## src/rtl/ubi_pkg.sv

```systemverilog
package ubi_pkg;

    // register selects
    localparam logic [2:0] SEL_CTRL = 3'd0;
    localparam logic [2:0] SEL_IEN  = 3'd1;
    localparam logic [2:0] SEL_STAT = 3'd2;
    localparam logic [2:0] SEL_TXD  = 3'd3;
    localparam logic [2:0] SEL_RXD  = 3'd4;
    localparam logic [2:0] SEL_TOUT = 3'd5;

    // control bits
    localparam int CB_FLUSH_EN = 0;
    localparam int CB_RX_FLUSH = 1;
    localparam int CB_TX_FLUSH = 2;
    localparam int CB_RX_TRIG  = 4;
    localparam int CB_TX_TRIG  = 6;
    localparam int CB_SRST     = 15;

    // status bits (count field occupies [4:0])
    localparam int SB_RX_NONE  = 5;
    localparam int SB_STICKY   = 6;   // three sticky bits: rx, tx, timeout
    localparam int SB_FLAGS    = 9;   // four head flags: brk, fe, pe, ovr
    localparam int SB_TX_DONE  = 13;

    typedef enum logic [0:0] {
        ST_RUN  = 1'b0,
        ST_SRST = 1'b1
    } srst_state_e;

    typedef struct packed {
        logic       ovr;
        logic       pe;
        logic       fe;
        logic       brk;
        logic [7:0] data;
    } rx_entry_t;

    function automatic int unsigned rx_level(input logic [1:0] code);
        case (code)
            2'd0:    return 1;
            2'd1:    return 4;
            2'd2:    return 8;
            default: return 12;
        endcase
    endfunction

    function automatic int unsigned tx_level(input logic [1:0] code, input int unsigned depth);
        case (code)
            2'd0:    return 1;
            2'd1:    return 4;
            default: return depth;
        endcase
    endfunction

endpackage

```

## src/rtl/ubi_fifo.sv

```systemverilog
module ubi_fifo #(
    parameter int unsigned WIDTH    = 8,
    parameter int unsigned DEPTH    = 8,
    parameter bit          HAS_MARK = 1'b0,
    localparam int unsigned AW      = $clog2(DEPTH),
    localparam int unsigned CW      = AW + 1
) (
    input  logic             clk,
    input  logic             rst_n,
    input  logic             clr,
    input  logic             push,
    input  logic             pop,
    input  logic             mark,
    input  logic [WIDTH-1:0] mark_bits,
    input  logic [WIDTH-1:0] din,
    output logic [WIDTH-1:0] dout,
    output logic [CW-1:0]    count,
    output logic             empty,
    output logic             full
);

    logic [WIDTH-1:0] mem [DEPTH];
    logic [AW-1:0]    rd_ptr;
    logic [AW-1:0]    wr_ptr;
    logic             do_pop;
    logic             do_push;

    assign empty   = (count == '0);
    assign full    = (count == CW'(DEPTH));
    assign do_pop  = pop && !empty;
    assign do_push = push && (!full || do_pop);
    assign dout    = mem[rd_ptr];

    always_ff @(posedge clk or negedge rst_n) begin
        if (!rst_n) begin
            rd_ptr <= '0;
            wr_ptr <= '0;
            count  <= '0;
        end else if (clr) begin
            rd_ptr <= '0;
            wr_ptr <= '0;
            count  <= '0;
        end else begin
            if (do_pop)
                rd_ptr <= rd_ptr + AW'(1);
            if (do_push)
                wr_ptr <= wr_ptr + AW'(1);
            count <= count + CW'(do_push) - CW'(do_pop);
        end
    end

    generate
        if (HAS_MARK) begin : g_mark
            always_ff @(posedge clk) begin
                if (!clr && do_push)
                    mem[wr_ptr] <= din;
                else if (!clr && mark && !empty)
                    mem[wr_ptr - AW'(1)] <= mem[wr_ptr - AW'(1)] | mark_bits;
            end
        end else begin : g_plain
            always_ff @(posedge clk) begin
                if (!clr && do_push)
                    mem[wr_ptr] <= din;
            end
        end
    endgenerate

endmodule

```

## src/rtl/ubi_srst_fsm.sv

```systemverilog
module ubi_srst_fsm
    import ubi_pkg::*;
#(
    parameter int unsigned CYCLES = 4,
    localparam int unsigned CNW   = $clog2(CYCLES) + 1
) (
    input  logic clk,
    input  logic rst_n,
    input  logic start,
    output logic busy
);

    srst_state_e    state_q, state_d;
    logic [CNW-1:0] cnt_q, cnt_d;

    always_ff @(posedge clk or negedge rst_n) begin
        if (!rst_n) begin
            state_q <= ST_RUN;
            cnt_q   <= '0;
        end else begin
            state_q <= state_d;
            cnt_q   <= cnt_d;
        end
    end

    always_comb begin
        state_d = state_q;
        cnt_d   = cnt_q;
        unique case (state_q)
            ST_RUN: begin
                if (start) begin
                    state_d = ST_SRST;
                    cnt_d   = CNW'(CYCLES - 1);
                end
            end
            ST_SRST: begin
                if (cnt_q == '0)
                    state_d = ST_RUN;
                else
                    cnt_d = cnt_q - CNW'(1);
            end
        endcase
    end

    always_comb begin
        busy = (state_q == ST_SRST);
    end

endmodule

```

## src/rtl/ubi_status.sv

```systemverilog
module ubi_status #(
    parameter int unsigned RXCW     = 5,
    parameter int unsigned TXCW     = 4,
    parameter int unsigned TOW      = 8,
    parameter int unsigned TX_DEPTH = 8
) (
    input  logic            clk,
    input  logic            rst_n,
    input  logic            clr,
    input  logic [RXCW-1:0] rx_count,
    input  logic [TXCW-1:0] tx_count,
    input  logic [RXCW-1:0] rx_lvl,
    input  logic [TXCW-1:0] tx_lvl,
    input  logic [TOW-1:0]  limit,
    input  logic            tick,
    input  logic            rx_act,
    input  logic            wr,
    input  logic [2:0]      wr_keep,
    output logic [2:0]      sticky
);

    logic [TOW-1:0] tcnt;
    logic [2:0]     set_now;
    logic [2:0]     keep;

    always_comb begin
        set_now[0] = (rx_count >= rx_lvl);
        set_now[1] = ((TXCW'(TX_DEPTH) - tx_count) >= tx_lvl);
        set_now[2] = (rx_count != '0) && (limit != '0) && (tcnt >= limit);
        keep       = wr ? wr_keep : 3'b111;
    end

    always_ff @(posedge clk or negedge rst_n) begin
        if (!rst_n) begin
            sticky <= '0;
            tcnt   <= '0;
        end else if (clr) begin
            sticky <= '0;
            tcnt   <= '0;
        end else begin
            sticky <= (sticky & keep) | set_now;
            if ((rx_count == '0) || rx_act)
                tcnt <= '0;
            else if (tick && (tcnt < limit))
                tcnt <= tcnt + TOW'(1);
        end
    end

endmodule

```

## src/rtl/uart_bufirq.sv

```systemverilog
module uart_bufirq
    import ubi_pkg::*;
#(
    parameter int unsigned RX_DEPTH    = 16,
    parameter int unsigned TX_DEPTH    = 8,
    parameter int unsigned TOUT_W      = 8,
    parameter int unsigned SRST_CYCLES = 4
) (
    input  logic        clk,
    input  logic        rst_n,
    input  logic [2:0]  bus_sel,
    input  logic        bus_we,
    input  logic        bus_re,
    input  logic [31:0] bus_wdata,
    output logic [31:0] bus_rdata,
    output logic        irq,
    input  logic        rx_push,
    input  logic [7:0]  rx_byte,
    input  logic [2:0]  rx_err,
    input  logic        tx_pop,
    output logic [7:0]  tx_byte,
    output logic        tx_avail,
    input  logic        tx_idle,
    input  logic        char_tick
);

    localparam int unsigned RXCW = $clog2(RX_DEPTH) + 1;
    localparam int unsigned TXCW = $clog2(TX_DEPTH) + 1;
    localparam int unsigned EW   = $bits(rx_entry_t);

    logic            busy, live;
    logic            wr_ctrl, srst_req, cfg_wr, stat_wr;
    logic            rx_flush, tx_flush;
    logic            rx_pop_req, rx_pop_eff, rx_push_live, rx_push_ok, rx_mark, rx_act;
    logic            tx_push_req, tx_pop_req;
    logic [RXCW-1:0] rx_count;
    logic [TXCW-1:0] tx_count;
    logic            rx_empty, rx_full, tx_empty, tx_full;
    rx_entry_t       rx_head, rx_in;
    logic [7:0]      tx_head;
    logic [2:0]      sticky;
    logic [2:0]      ien_q;
    logic [1:0]      rxt_q, txt_q;
    logic [TOUT_W-1:0] limit_q;
    logic [RXCW-1:0] rx_lvl;
    logic [TXCW-1:0] tx_lvl;
    logic [31:0]     stat_word;
    logic [3:0]      head_flags;

    // ---------------- soft reset sequencer ----------------
    ubi_srst_fsm #(.CYCLES(SRST_CYCLES)) u_srst (
        .clk   (clk),
        .rst_n (rst_n),
        .start (srst_req),
        .busy  (busy)
    );

    // ---------------- bus decode ----------------
    assign live     = !busy;
    assign wr_ctrl  = live && bus_we && (bus_sel == SEL_CTRL);
    assign srst_req = wr_ctrl && bus_wdata[CB_SRST];
    assign cfg_wr   = wr_ctrl && !bus_wdata[CB_SRST];
    assign rx_flush = cfg_wr && bus_wdata[CB_FLUSH_EN] && bus_wdata[CB_RX_FLUSH];
    assign tx_flush = cfg_wr && bus_wdata[CB_FLUSH_EN] && bus_wdata[CB_TX_FLUSH];
    assign stat_wr  = live && bus_we && (bus_sel == SEL_STAT);

    assign rx_pop_req   = live && bus_re && (bus_sel == SEL_RXD);
    assign rx_pop_eff   = rx_pop_req && !rx_empty;
    assign rx_push_live = live && rx_push;
    assign rx_push_ok   = rx_push_live && (!rx_full || rx_pop_eff);
    assign rx_mark      = rx_push_live && rx_full && !rx_pop_eff && !rx_flush;
    assign rx_act       = rx_push_ok || rx_pop_eff || rx_flush;

    assign tx_push_req = live && bus_we && (bus_sel == SEL_TXD);
    assign tx_pop_req  = live && tx_pop;

    // ---------------- configuration registers ----------------
    always_ff @(posedge clk or negedge rst_n) begin
        if (!rst_n) begin
            rxt_q   <= '0;
            txt_q   <= '0;
            ien_q   <= '0;
            limit_q <= '0;
        end else if (busy) begin
            rxt_q   <= '0;
            txt_q   <= '0;
            ien_q   <= '0;
            limit_q <= '0;
        end else begin
            if (cfg_wr) begin
                rxt_q <= bus_wdata[CB_RX_TRIG +: 2];
                txt_q <= bus_wdata[CB_TX_TRIG +: 2];
            end
            if (bus_we && (bus_sel == SEL_IEN))
                ien_q <= bus_wdata[2:0];
            if (bus_we && (bus_sel == SEL_TOUT))
                limit_q <= bus_wdata[TOUT_W-1:0];
        end
    end

    assign rx_lvl = RXCW'(rx_level(rxt_q));
    assign tx_lvl = TXCW'(tx_level(txt_q, TX_DEPTH));

    // ---------------- FIFOs ----------------
    assign rx_in = '{ovr: 1'b0, pe: rx_err[2], fe: rx_err[1], brk: rx_err[0], data: rx_byte};

    ubi_fifo #(.WIDTH(EW), .DEPTH(RX_DEPTH), .HAS_MARK(1'b1)) u_rx_fifo (
        .clk       (clk),
        .rst_n     (rst_n),
        .clr       (busy || rx_flush),
        .push      (rx_push_live),
        .pop       (rx_pop_req),
        .mark      (rx_mark),
        .mark_bits (EW'(1) << (EW - 1)),
        .din       (rx_in),
        .dout      (rx_head),
        .count     (rx_count),
        .empty     (rx_empty),
        .full      (rx_full)
    );

    ubi_fifo #(.WIDTH(8), .DEPTH(TX_DEPTH), .HAS_MARK(1'b0)) u_tx_fifo (
        .clk       (clk),
        .rst_n     (rst_n),
        .clr       (busy || tx_flush),
        .push      (tx_push_req),
        .pop       (tx_pop_req),
        .mark      (1'b0),
        .mark_bits (8'h00),
        .din       (bus_wdata[7:0]),
        .dout      (tx_head),
        .count     (tx_count),
        .empty     (tx_empty),
        .full      (tx_full)
    );

    assign tx_byte  = tx_head;
    assign tx_avail = !tx_empty;

    // ---------------- sticky status and timeout ----------------
    ubi_status #(.RXCW(RXCW), .TXCW(TXCW), .TOW(TOUT_W), .TX_DEPTH(TX_DEPTH)) u_status (
        .clk      (clk),
        .rst_n    (rst_n),
        .clr      (busy),
        .rx_count (rx_count),
        .tx_count (tx_count),
        .rx_lvl   (rx_lvl),
        .tx_lvl   (tx_lvl),
        .limit    (limit_q),
        .tick     (char_tick),
        .rx_act   (rx_act),
        .wr       (stat_wr),
        .wr_keep  (bus_wdata[SB_STICKY +: 3]),
        .sticky   (sticky)
    );

    assign irq = |(sticky & ien_q);

    // ---------------- read path ----------------
    assign head_flags = rx_empty ? 4'h0 : {rx_head.ovr, rx_head.pe, rx_head.fe, rx_head.brk};

    always_comb begin
        stat_word                  = '0;
        stat_word[4:0]             = 5'(rx_count);
        stat_word[SB_RX_NONE]      = rx_empty;
        stat_word[SB_STICKY +: 3]  = sticky;
        stat_word[SB_FLAGS +: 4]   = head_flags;
        stat_word[SB_TX_DONE]      = tx_empty && tx_idle;
    end

    always_comb begin
        bus_rdata = '0;
        case (bus_sel)
            SEL_CTRL: begin
                bus_rdata[CB_SRST]         = busy;
                bus_rdata[CB_RX_TRIG +: 2] = rxt_q;
                bus_rdata[CB_TX_TRIG +: 2] = txt_q;
            end
            SEL_IEN:  bus_rdata[2:0] = ien_q;
            SEL_STAT: bus_rdata = stat_word;
            SEL_RXD:  bus_rdata[EW-1:0] = rx_empty ? '0 : rx_head;
            SEL_TOUT: bus_rdata[TOUT_W-1:0] = limit_q;
            default:  bus_rdata = '0;
        endcase
    end

endmodule

```

## config.mk

```make
export PLATFORM = sky130hd
export DESIGN_NAME = uart_bufirq
export DESIGN_NICKNAME = d
export VERILOG_FILES = /design/src/rtl/ubi_pkg.sv /design/src/rtl/ubi_fifo.sv /design/src/rtl/ubi_srst_fsm.sv /design/src/rtl/ubi_status.sv /design/src/rtl/uart_bufirq.sv
export SDC_FILE = /design/constraint.sdc
export NUM_CORES = 1
export LEC_CHECK = 0
export BUFFER_PORTS_ARGS = -buffer_cell sky130_fd_sc_hd__buf_2
export CORE_ASPECT_RATIO = 1.25
export CORE_MARGIN = 5
export CORE_UTILIZATION = 30
export DETAILED_ROUTE_END_ITERATION = 12
export GPL_ROUTABILITY_DRIVEN = 1
export GPL_TIMING_DRIVEN = 0
export PLACE_DENSITY = 0.56
export REMOVE_ABC_BUFFERS = 1
export SYNTH_ARGS = -nofsm -noshare
export SYNTH_HDL_FRONTEND = slang
export SYNTH_SLANG_ARGS = --single-unit
export TNS_END_PERCENT = 10
```

## constraint.sdc

```tcl
create_clock -name clk -period 3.35 [get_ports clk]
set_input_delay 0.67 -clock clk [delete_from_list [all_inputs] [get_ports clk]]
set_output_delay 0.67 -clock clk [all_outputs]
set_load 0.01 [all_outputs]
```

== Word-level counts from Yosys, hierarchy flattened ==
Memory sizes are Yosys's and may differ from the RTL's.
Cells that the tools add are included.
W data, S select, Z words.

* Flip-flop bits (word level): 53
* Memory bits (writable): 256
* Input bits: 54
* Output and inout port bits: 42
* Logic and storage cells: 165
* Memories kept: 2

* $add $sub $neg: 12
* Magnitude comparators: 4
* Eq/ne operators: 13
* Multiplexer cells: 49
* Bitwise operators: 4
* Reductions and logical operators: 67

{| class="wikitable"
|+ Memory list
! memory !! words !! bits a word !! rd ports !! clocked after Yosys merged registers in !! write ports !! line !! text
|-
| u_rx_fifo.mem || 16 || 12 || 1 || 0 || 1 || ubi_fifo.sv:22 || <nowiki>logic [WIDTH-1:0] mem [DEPTH];</nowiki>
|-
| u_tx_fifo.mem || 8 || 8 || 1 || 0 || 1 || ubi_fifo.sv:22 ||
|}

{| class="wikitable"
|+ Operators with widths
! operator !! count
|-
| $mux W8 || 5
|-
| $logic_and A1 B1 Y1 || 30
|-
| $mux W3 || 10
|-
| $mux W4 || 7
|-
| $mux W12 || 2
|-
| $pmux W4 S2 || 2
|-
| $pmux W4 S4 || 1
|-
| $reduce_bool A2 Y1 || 7
|-
| $mux W2 || 6
|-
| $pmux W3 S4 || 1
|-
| $pmux W4 S3 || 1
|-
| $reduce_or A12 Y1 || 1
|-
| $logic_not A1 Y1 || 10
|-
| $mux W1 || 10
|-
| $add A4 B1 Y4 const B || 2
|-
| $add A8 B1 Y8 const B || 1
|-
| $ge A8 B8 Y1 || 1
|-
| $lt A8 B8 Y1 || 1
|-
| $reduce_bool A8 Y1 || 1
|-
| $logic_or A1 B1 Y1 || 7
|-
| $add A3 B1 Y3 const B || 2
|-
| $and A3 B3 Y3 || 2
|-
| $eq A3 B2 Y1 const B || 2
|-
| $eq A3 B3 Y1 const B || 2
|-
| other kinds (30) || 35
|}

== Logic depth before layout (Yosys ltp) ==
Gate-level depths: netlist (run 1).

* Word-level depth: 16
* Gate-level depth with buffers: 12

== By module ==
From an unflattened synthesis (run 1), not the netlist that was laid out.

* Cell total of the unflattened synthesis: 1,017
* Area, all modules: 15,904.0 µm²

{| class="wikitable"
|+ Modules (own cells, without submodules)
! module !! times used !! cells each !! area an instance (µm²) !! sequential area each (µm²)
|-
| ubi_fifo at u_rx_fifo || 1 || 538 || 10,110.9 || 6,090.8
|-
| ubi_fifo at u_tx_fifo || 1 || 181 || 3,246.9 || 2,172.1
|-
| uart_bufirq || 1 || 152 || 1,295.0 || 375.4
|-
| ubi_status || 1 || 126 || 1,048.5 || 275.3
|-
| ubi_srst_fsm || 1 || 20 || 202.7 || 100.1
|}

== Worst setup path after synthesis (run 1) ==
OpenSTA, ideal clock, no wires.

* Path type: input to register
* Start: input bus_sel[0]
* End: memory u_rx_fifo.mem[8][0] in the netlist's numbering (enable)
* Setup time: 0.382 ns
* Arrival time: 2.904 ns
* Data required time: 2.968 ns
* Setup slack: 0.063 ns
* Cell stages on the path: 7
* Cell sequence: buf_2 or3_1 buf_2 o41ai_2 o21ai_0 a2111o_1 a21oi_1

* Cells in the longest elaborated chain, start to end: 15

{| class="wikitable"
|+ Ends and longest elaborated chain
! item !! line !! text
|-
| start, declared || uart_bufirq.sv:11 || <nowiki>input logic [2:0] bus_sel,</nowiki>
|-
| $logic_not A3 Y1 || uart_bufirq.sv:60 || <nowiki>assign wr_ctrl = live && bus_we && (bus_sel == SEL_CTRL);</nowiki>
|-
| $logic_and A1 B1 Y1 || uart_bufirq.sv:60 ||
|-
| $logic_and A1 B1 Y1 || uart_bufirq.sv:62 || <nowiki>assign cfg_wr = wr_ctrl && !bus_wdata[CB_SRST];</nowiki>
|-
| $logic_and A1 B1 Y1 (2 in a row) || uart_bufirq.sv:63 || <nowiki>assign rx_flush = cfg_wr && bus_wdata[CB_FLUSH_EN] && bus_wdata[CB_RX_FLUSH];</nowiki>
|-
| $logic_or A1 B1 Y1 or $logic_not A1 Y1 (tied branches) || uart_bufirq.sv:110, uart_bufirq.sv:71 ||
|-
| $logic_not A1 Y1 or $logic_and A1 B1 Y1 (tied branches) || ubi_fifo.sv:55, ubi_fifo.sv:57, uart_bufirq.sv:71 ||
|-
| $logic_and A1 B1 Y1 (2 in a row) || ubi_fifo.sv:57 || <nowiki>else if (!clr && mark && !empty)</nowiki>
|-
| $mux W1 || ubi_fifo.sv:57 ||
|-
| $mux W1 || ubi_fifo.sv:55 || <nowiki>if (!clr && do_push)</nowiki>
|-
| $mux W1 (implied by the code) || ubi_fifo.sv:58 || <nowiki>mem[wr_ptr - AW'(1)] <= mem[wr_ptr - AW'(1)] | mark_bits;</nowiki>
|-
| $reduce_and A2 Y1 (no line) || - ||
|-
| $reduce_or A12 Y1 (no line) || - ||
|-
| $mux W4 (no line) or $mux W2 (tied branches) || - ||
|-
| end, declared || ubi_fifo.sv:22 ||
|}

Parallel ways exist; a longest one is shown, timed or not.

== Final worst setup path (run 1) ==
* Start: register u_rx_fifo.rd_ptr[1]
* End: output bus_rdata[11]

* Cells in the longest elaborated chain, start to end: 3

{| class="wikitable"
|+ Ends and longest elaborated chain
! item !! line !! text
|-
| start, declared || ubi_fifo.sv:23 || <nowiki>logic [AW-1:0] rd_ptr;</nowiki>
|-
| start signal, assigned || ubi_fifo.sv:45 || <nowiki>rd_ptr <= rd_ptr + AW'(1);</nowiki>
|-
| $mem_v2 Z16 W12 * || - ||
|-
| $mux W12 or $mux W4 (tied branches) || uart_bufirq.sv:181, uart_bufirq.sv:160 ||
|-
| $pmux W4 S2 * || uart_bufirq.sv:173 || <nowiki>case (bus_sel)</nowiki>
|-
| end, declared || uart_bufirq.sv:15 || <nowiki>output logic [31:0] bus_rdata,</nowiki>
|}

Mark *: on every way between the ends. The rest lies on a longest branch, timed or not.

==> run_results.csv, run 1 <==
group,metric,value,unit
run_status,status,"finished, final reports clean",
yosys,avgSynthCellArea,15.6,µm²
place,placedCellCount,1501,
finish,seqCellArea,0.00903,mm²
yosys,synthDistinctLibCells,68,
critical_path,r2r-start,"u_srst.busy",
clock_tree,clock_sinks,309,
grt,antenna_found_initial,1,
place,gp_congestion,0.766,
critical_path,crit_fanout,30,
pwr,ir_drop,0.000430,V
place,placed_area,0.0148,mm²
finish,final_core_utilization,35.4,%
route,via_per_inst,4.94,
critical_path,worstPathRequired,2680,ps
hold_path,hp-class,"input pin to asynchronous set/reset pin",
finish,fin_area,0.0163,mm²
die,ioPinCount,96,
place,dpl.hpwl,20.7,mm
clock_tree,cts_root_buffer,"clkbuf_16",
clock_tree,cts_made_buffers,34,
critical_path,worstSetupEndpointType,"output pin",
sta,max_freq,301,MHz
pwr,power_per_cell_area,712,mW/mm²
yosys,synthFlopType,"edfxtp_1",
sta,slew_violations,0,
place,numPortBuffers,56,
grt,grt_max_degree,54,
finish,nets,1054,
finish,multi_input_comb_area,0.00472,mm²
yosys,yosysSeqAreaShare,65.2,%
die,fp.dieH,250,µm
yosys,synth-edff-count,256,
sta,tns,0,ps
clock_tree,tritoncts,"yes",
sta,timing.final.crit_share,99.2,%
finish,finalNonFillerCells,1573,
route,wl,31.7,mm
critical_path,critical_path.startpoint_type,"flop",
route,vias,7773,
critical_path,setup.worst_path.class,"flop to output pin",
die,core_area,0.0459,mm²
clock_tree,htree_levels,2,
finish,n_fill_cell,4392,
route,drtAntennaViolNets,0,
pwr,power,0.0116,W
die,rows,88,
route,first_pass_iters,4,
sta,finalHoldViolations,0,
clock_tree,path_clk_slew,60,ps
critical_path,crit_start,"u_rx_fifo.rd_ptr[1]",
sta,grt_setup_unrepaired,"true",
sta,fin_crit,3320,ps
grt,grt_overflow,0,
yosys,ys_warn_count,0,
flow_run,cap_viol_max_count,0,
sta,setup_viol,0,
die,initial_utilization,30.1,%
route,drc,0,
critical_path,cp.arrival,2650,ps
finish,syn_to_final_growth,17.5,%
die,die_w,202,µm
clock_tree,clk_latency,530,ps
sta,tightest_slew,895,ps
grt,grt_usage,12.4,%
pwr,p_leak,5.46,nW
grt,grt_pass1_vias,8106,
yosys,ys_ff_latch,309,
route,wl_per_cell,20.1,µm
yosys,syn_area,0.0138,mm²
sta,clock_skew,24.4,ps
route,drt_iter0_markers,444,
yosys,syn_inst,889,
sta,relSlewSlack,39.9,%
grt,grt_pass1_wl,48.6,mm
finish,layout-drive-gt1-share,25.3,%
finish,n_antenna_cell,0,
die,dieArea,0.0505,mm²
clock_tree,cts.path.max_buffers,3,
yosys,synth_async_sr_flop_share,17.2,%
[registers in the layout (all words and copies together) (netlist names)]
signal            cells
limit_q               8
rxt_q                 2
u_tx_fifo.mem        64
u_srst.busy           1
ien_q                 3
u_srst.cnt_q          3
u_status.sticky       3
u_status.tcnt         8
u_rx_fifo.wr_ptr      4
u_rx_fifo.mem       192
u_tx_fifo.wr_ptr      3
u_rx_fifo.rd_ptr      4
txt_q                 2
u_tx_fifo.count       4
u_rx_fifo.count       5
u_tx_fifo.rd_ptr      3
[cells by family (layout without fill, tap and decap cells)]
family | Yosys count | after routing | share of synthesized area (%)
muxes | 106 | 106 | 13.6
DFF | 309 | 309 | 65.2
adders and majority gates | 38 | 38 | 3.55
xor gates and xnor gates | 23 | 23 | 1.46
AOI/OAI and AO/OA | 109 | 109 | 5.38
and+or+nand+nor | 212 | 212 | 7.74
buffers and inverters | 91 | 174 | 3.09
other | 1 | 17 | 0.0271
[cell usage in the layout (no fill, tap or decap), types with 8 or more instances in the layout]
cell type	synthesis	routed
and2_1	18	17
a31oi_1	8	8
mux2_2	12	10
conb_1	1	17
clkbuf_1	24	13
nand3_1	14	14
edfxtp_1	256	256
dfrtp_1	53	47
nor3_1	11	9
nand2_1	31	31
inv_1	34	34
a21oi_1	39	31
xnor2_1	16	16
nor2_4	0	12
mux2i_1	30	30
ha_1	36	36
mux4_2	64	64
o21ai_0	16	15
buf_2	6	56
nor2_1	82	69
clkbuf_16	0	35
[stage by stage]
step	setup WS [ps]	hold WS (ps)
6_report	27.6	184
5_1_grt	-134	261
4_1_cts	-365	439
3_5_place_dp	-772	466
3_3_place_gp	-1690	459
2_1_floorplan	-387	374
[critical path: stages, from the launching register on]
cell and delay (ps):
dfrtp_4 580, buf_16 260, mux4_2 550, mux2i_1 150, nor2_1 80, a21oi_4 220
o22ai_1 110, buf_2 160
[path summary, 6_finish.rpt]
kind                                            end  slack (ps)  cells past startpoint
worst min-delay path            u_tx_fifo.rd_ptr[2]         180                      1
worst max-delay path                  bus_rdata[11]          30                      7
max in group asynchronous       u_rx_fifo.rd_ptr[0]        2550                      1
worst max register to register  u_rx_fifo.mem[9][6]         110                      6
min in group clk                u_tx_fifo.rd_ptr[1]         460                      3
worst min register to register      u_srst.cnt_q[0]         470                      1
[power by group]
part           internal [W]  switching [W]
registers           0.00455       0.000388
logic               0.00140        0.00167
clock network       0.00207        0.00149
total               0.00802        0.00355
[cell type report]
class / instances / area share, %
Inverter: 35 / 0.824
Sequential cell: 309 / 55.5
Timing Repair Buffer: 77 / 3.60
Clock inverter: 12 / 0.624
Multi-Input combinational cell: 505 / 29.0
Clock buffer: 50 / 5.86
Tap cell: 585 / 4.50
[synth_stat cells (4+ instances only)]
cell type	n	area share, %
o21ai_0	16	0.58
inv_1	34	0.92
and2_1	18	0.81
mux2_2	12	0.98
xnor2_1	16	1.0
ha_1	36	3.3
mux2i_1	30	2.2
nor3_1	11	0.40
xor2_1	7	0.44
a21oi_1	39	1.4
buf_2	6	0.22
a31oi_1	8	0.36
a211oi_1	4	0.22
nand4_1	7	0.32
buf_1	7	0.19
edfxtp_1	256	56
clkbuf_1	24	0.65
nand2b_1	8	0.36
nor2_1	82	2.2
buf_4	17	0.92
nand2_1	31	0.84
nor3b_1	7	0.38
nor2b_1	6	0.27
mux4_2	64	10
o221ai_1	8	0.51
or3_1	5	0.23
a22o_1	7	0.44
dfrtp_1	53	9.6
nand3_1	14	0.51
nor4_1	5	0.23
[repair_timing]
item / 4_1_cts / 5_1_grt
gates resized for setup: 40 / 11
endpoints found under the setup margin: 252 / 223
setup buffers: 6 / 3
pin swaps: 10 / 4
hold buffers: 0 / 0
[metal layers]
layer | part of all wire (%) | track usage (%) | vias up
met4 | 1.9 | 3.18 | 0
li1 | - | - | 3560
met3 | 5.1 | 2.26 | 41
met1 | 44 | 17.0 | 3980
met5 | 0 | 0 | -
met2 | 49 | 20.4 | 192
(Power assumes the default switching activity.)
==> run 2: changes to the inputs <==
Settings changed: RECOVER_POWER set to 25.
==> run 2 against run 1 <==
- clock power is essentially flat
- first-iteration DRC count is 9.2% lower
- via count about the same
- critical path depth decreased by 1
- sequential power about the same
- sequential share of layout area grew 0.081 points
- global-route usage unchanged
- sequential cell count is the same
- critical path type is now flop to flop
- largest power group unchanged
==> run_results.csv, run 2 (same netlist as run 1, synthesis figures left out) <==
group,metric,value,unit
run_status,status,"finished, final reports clean",
critical_path,cp_slowest_stage_delay,660,ps
finish,syn_to_final_growth,17.3,%
sta,relSlewSlack,3.52,%
sta,finalHoldViolations,0,
finish,n_antenna_cell,0,
finish,n_fill_cell,4401,
sta,clock_skew,22.0,ps
clock_tree,tritoncts,"yes",
pwr,netSwitchingFraction,30.7,%
hold_path,hp-class,"input pin to asynchronous set/reset pin",
clock_tree,htree_levels,2,
critical_path,crit_start,"u_srst.busy",
finish,layout-drive-gt1-share,24.2,%
grt,grt_max_degree,54,
clock_tree,cts.path.max_buffers,3,
route,drc,0,
sta,fin_crit,3320,ps
route,first_pass_iters,5,
finish,layout_common_cells,"256 x edfxtp_1, 69 x nor2_1, 64 x mux4_2, 47 x dfrtp_1, 47 x buf_2",
flow_run,cap_viol_max_count,0,
grt,antenna_found_initial,1,
die,ioPinCount,96,
grt,grt_pass1_vias,8106,
place,gp_congestion,0.766,
finish,largestRegisters,"u_rx_fifo.mem (192), u_tx_fifo.mem (64)",
finish,nets,1054,
die,dieArea,0.0505,mm²
place,dpl.hpwl,20.7,mm
sta,tightest_slew,1450,ps
pwr,p_leak,5.43,nW
pwr,p_seq_share,42.7,%
sta,slew_violations,0,
pwr,ir_drop,0.000431,V
critical_path,worstPathCellList,"nand2b_1 -> nor3_2 -> a31oi_1 -> nand4_1 -> a21oi_2 -> buf_8",
place,numPortBuffers,56,
critical_path,worstPathRequired,3580,ps
pwr,pwr-share-clk,30.8,%
die,die_w,202,µm
critical_path,crit_fanout,23,
route,wl_per_cell,20.1,µm
die,initial_utilization,30.1,%
grt,grt_pass1_wl,48.6,mm
finish,largest_reg_flops,192,
finish,layout_commonest_cell,"edfxtp_1",
die,fp.dieH,250,µm
route,drt_iter0_markers,403,
critical_path,worstSetupEndpointType,"flop",
clock_tree,clk_latency,530,ps
route,wl,31.6,mm
critical_path,critical_path.startpoint_type,"flop",
die,core_area,0.0459,mm²
grt,grt_usage,12.4,%
critical_path,cp.arrival,3550,ps
finish,top_register,"u_rx_fifo.mem",
critical_path,setup.worst_path.class,"flop to flop",
pwr,power_per_cell_area,713,mW/mm²
clock_tree,cts_made_buffers,34,
clock_tree,cts_root_buffer,"clkbuf_16",
pwr,p_switching,0.00355,W
route,drtAntennaViolNets,0,
die,rows,88,
place,placed_area,0.0148,mm²
sta,timing.final.crit_share,99.1,%
grt,grt_overflow,0,
clock_tree,clock_sinks,309,
finish,finalNonFillerCells,1573,
pwr,combinationalPowerShare,26.5,%
route,vias,7776,
pwr,p_int,0.00802,W
finish,fin_area,0.0162,mm²
sta,setup_viol,0,
route,via_per_inst,4.94,
sta,max_freq,301,MHz
clock_tree,path_clk_slew,60,ps
sta,grt_setup_unrepaired,"true",
sta,tns,0,ps
critical_path,r2r-start,"u_srst.busy",
place,placedCellCount,1501,
critical_path,slowest_stage,"dfrtp_2",
==> run 2: cell type report <==
type                       count  area (µm²)  area share [%]
timing repair buffer          77         571            3.52
tap                          585         732            4.51
sequential                   309        9030            55.6
clock inverter                12         101           0.625
multi-input combinational    505        4710            29.0
inverter                      35         134           0.825
clock buffer                  50         952            5.87
==> run 2: critical path, delay by kind of cell, from the launching register on <==
kind                   cells  cell delay, ps
and+or+nand+nor            3            1120
AOI/OAI and AO/OA          2            1010
buffers and inverters      1             230
DFF                        1             660
==> run 2: layer usage <==
layer  GRT usage, %  vias to the layer above  share of wire [%]
met5              0                        -                  0
met4           3.18                        0                1.9
met3           2.26                       42                4.3
met2           20.4                      174                 49
met1           17.0                     4001                 45
li1               -                     3559                  -
==> run 2: worst paths after layout <==
| kind | to | slack [ps] | cells after the start |
|---|---|---|---|
| worst min-delay path | u_tx_fifo.rd_ptr[2] | 460 | 1 |
| worst min register to register | u_srst.cnt_q[0] | 470 | 1 |
| worst max register to register | u_rx_fifo.mem[9][6] | 30 | 6 |
| min in group clk | u_tx_fifo.rd_ptr[1] | 460 | 3 |
| max in group asynchronous | u_rx_fifo.rd_ptr[0] | 1790 | 1 |
| worst max-delay path | u_rx_fifo.mem[9][6] | 30 | 6 |
==> run 2: repair_timing <==
| action | CTS | global route |
|---|---|---|
| hold buffers | 0 | 0 |
| gates resized for setup | 40 | 11 |
| buffers inserted | 6 | 3 |
| endpoints found under the setup margin | 252 | 223 |
| endpoints found under the hold margin | 0 | 0 |
| pin swaps | 10 | 4 |
==> run 2: through the flow <==
step / worst slack (ps) / utilization (%) / hold slack, ps / total power (W)
2_1_floorplan: -387 / - / 374 / 0.00703
3_3_place_gp: -1690 / 31.8 / 459 / 0.00786
3_5_place_dp: -772 / 32.3 / 466 / 0.00796
4_1_cts: -365 / 35.2 / 439 / 0.0117
5_1_grt: -134 / 35.3 / 441 / 0.0122
6_report: 28.7 / 35.3 / 463 / 0.0116
==> run 2: power by group through the flow <==
stage / registers (W) / clock network, W / logic (W)
floorplan: 0.00498 / 0 / 0.00205
global placement: 0.00517 / 0 / 0.00269
detailed placement: 0.00508 / 0 / 0.00288
CTS: 0.00499 / 0.00364 / 0.00306
global route: 0.00501 / 0.00379 / 0.00342
finish: 0.00494 / 0.00356 / 0.00307
==> run 3: changes to the inputs <==
Settings changed: BUFFER_PORTS_ARGS -buffer_cell sky130_fd_sc_hd__buf_2 to -buffer_cell sky130_fd_sc_hd__buf_4, REMOVE_ABC_BUFFERS 1 to not set, SETUP_SLACK_MARGIN set to 0.02.
==> run 3 against run 2 <==
- worst setup slack improved by 3.4 ps
- global-route usage rose by 0.37 points
- largest cell class unchanged
- total power is 4.0% higher
- maximum frequency is 0.10% higher
- critical endpoint is now u_rx_fifo.mem[9][7]
- worst hold slack worse by 8.0 ps
- design area grew 2.6%
- combinational power is 9.8% higher
- sequential power fell by 3%
- largest power group unchanged
==> run_results.csv, run 3 (same netlist as run 1, synthesis figures left out) <==
group,metric,value,unit
critical_path,critical_path.startpoint_type,"input pin",
hold_path,holdPathStages,3,
finish,layout-drive-gt1-share,25.3,%
critical_path,rr_endpoint,"u_rx_fifo.mem[9][7]",
route,wl,32.5,mm
place,gp_congestion,0.787,
clock_tree,clock_sinks,309,
sta,timing.final.crit_share,99.0,%
sta,relSlewSlack,5.10,%
flow_run,cap_viol_max_count,0,
die,dieArea,0.0505,mm²
critical_path,r2r_cells,8,
finish,seqCellArea,0.00901,mm²
critical_path,slowest_stage,"a21oi_2",
sta,finalHoldViolations,0,
hold_path,hp-class,"input pin to flop",
die,ioPinCount,96,
critical_path,crit_top_cell,"clkbuf_1",
route,first_pass_iters,6,
route,drt_iter0_markers,457,
critical_path,setup.worst_path.class,"input pin to flop",
sta,tightest_slew,1420,ps
finish,n_antenna_cell,0,
finish,nets,1102,
pwr,power_per_cell_area,722,mW/mm²
die,die_w,202,µm
clock_tree,cts.path.max_buffers,3,
grt,grt_usage,12.8,%
route,vias,7966,
finish,n_fill_cell,4363,
clock_tree,tritoncts,"yes",
clock_tree,clk_latency,520,ps
pwr,p_leak,5.65,nW
critical_path,cp_slowest_stage_delay,510,ps
place,place_ws,-1060,ps
sta,grt_setup_unrepaired,"true",
clock_tree,path_clk_slew,50,ps
grt,antenna_found_initial,0,
route,drc,0,
critical_path,worstPathCellList,"clkbuf_1 -> buf_2 -> or3_1 -> clkbuf_1 -> o41a_1 -> buf_6 -> a211oi_1 -> nand4_1 -> a21oi_2 -> buf_8",
finish,syn_to_final_growth,20.4,%
run_status,status,"finished, final reports clean",
die,core_area,0.0459,mm²
clock_tree,htree_levels,2,
route,drtAntennaViolNets,0,
hold_path,worstHoldEndpoint,"u_tx_fifo.rd_ptr[1]",
place,numPortBuffers,55,
clock_tree,cts_root_buffer,"clkbuf_16",
finish,largestRegisters,"u_rx_fifo.mem (192), u_tx_fifo.mem (64)",
finish,top_register,"u_rx_fifo.mem",
grt,grt_max_degree,54,
sta,finalWorstSetupSlack,32.1,ps
finish,layout_common_cells,"256 x edfxtp_1, 69 x nor2_1, 67 x buf_4, 64 x mux4_2, 53 x dfrtp_1",
critical_path,regToRegSetupSlack,180,ps
grt,grt_pass1_wl,50.0,mm
die,initial_utilization,30.1,%
sta,setup_viol,0,
finish,layout_commonest_cell,"edfxtp_1",
hold_path,worst_hold_startpoint,"tx_pop",
route,via_per_inst,4.92,
grt,grt_pass1_vias,8315,
sta,slew_violations,0,
die,fp.dieH,250,µm
finish,final_core_utilization,36.3,%
clock_tree,cts_made_buffers,35,
critical_path,r2r-start,"u_srst.busy",
sta,fin_crit,3320,ps
die,rows,88,
critical_path,worstPathRequired,3580,ps
pwr,ir_drop,0.000340,V
critical_path,crit_fanout,10,
grt,grt_overflow,0,
finish,largest_reg_flops,192,
sta,max_freq,301,MHz
critical_path,worstSetupEndpointType,"flop",
finish,multi_input_comb_area,0.00466,mm²
sta,clock_skew,12.4,ps
critical_path,cp.arrival,3550,ps
sta,holdWs,455,ps
route,wl_per_cell,20.1,µm
place,dpl.hpwl,22.2,mm
## run 3: final cells by class
type | count | share of cell area [%]
flip-flops and latches | 309 | 54.1
well taps | 585 | 4.40
repair buffers | 68 | 3.42
clock buffers | 47 | 5.72
clock inverters | 15 | 1.28
inverters | 35 | 0.789
multi-input cells | 505 | 28.0
plain buffers | 56 | 2.30
## run 3: timing repair
item / CTS / global route
gates resized for setup: 61 / 10
buffers inserted: 5 / 1
endpoints found under the setup margin: 244 / 116
hold buffers: 0 / 0
pin swaps: 4 / 1
## run 3: worst max path at each step
stage	startpoint	to	slack [ps]	depth (start not counted)
floorplan	bus_sel[0]	u_rx_fifo.mem[8][0]	60	7
global placement	bus_sel[0]	u_rx_fifo.mem[8][5]	-1200	8
detailed placement	bus_sel[2]	u_rx_fifo.mem[5][4]	-1060	9
CTS	bus_sel[0]	u_rx_fifo.mem[11][6]	-4	10
global route	u_rx_fifo.rd_ptr[0]	bus_rdata[6]	-70	6
finish	bus_sel[0]	u_rx_fifo.mem[9][7]	30	10
## run 3: critical path, delay by kind of cell
kind                   cells  cell delay [ps]
AO/OA/AOI/OAI              3             1210
buffers and inverters      5              860
AND/OR/NAND/NOR            2              790
## run 3: layer usage
| metal | share of wire, % | wire (µm) | GRT usage, % | vias to the layer above |
|---|---|---|---|---|
| met5 | 0 | 0 | 0 | - |
| met4 | 2.6 | 849 | 3.83 | 0 |
| met3 | 4.3 | 1400 | 2.24 | 60 |
| met2 | 52 | 16800 | 22.8 | 175 |
| met1 | 41 | 13400 | 15.8 | 4087 |
| li1 | - | - | - | 3644 |
## run 3: stage by stage
step	instances	area (µm²)	setup TNS, ps	power (W)
global route	1620	16700	-546	0.0127
CTS	1619	16600	-10.6	0.0121
floorplan	905	13900	0	0.00709
detailed placement	1552	15200	-131220	0.00809
global placement	1545	15000	-191790	0.00801
finish	1620	16700	0	0.0120
## run 3: report_power, final
group          switching, W  internal (W)
Combinational       0.00186       0.00151
Clock               0.00149       0.00239
Sequential         0.000228       0.00455
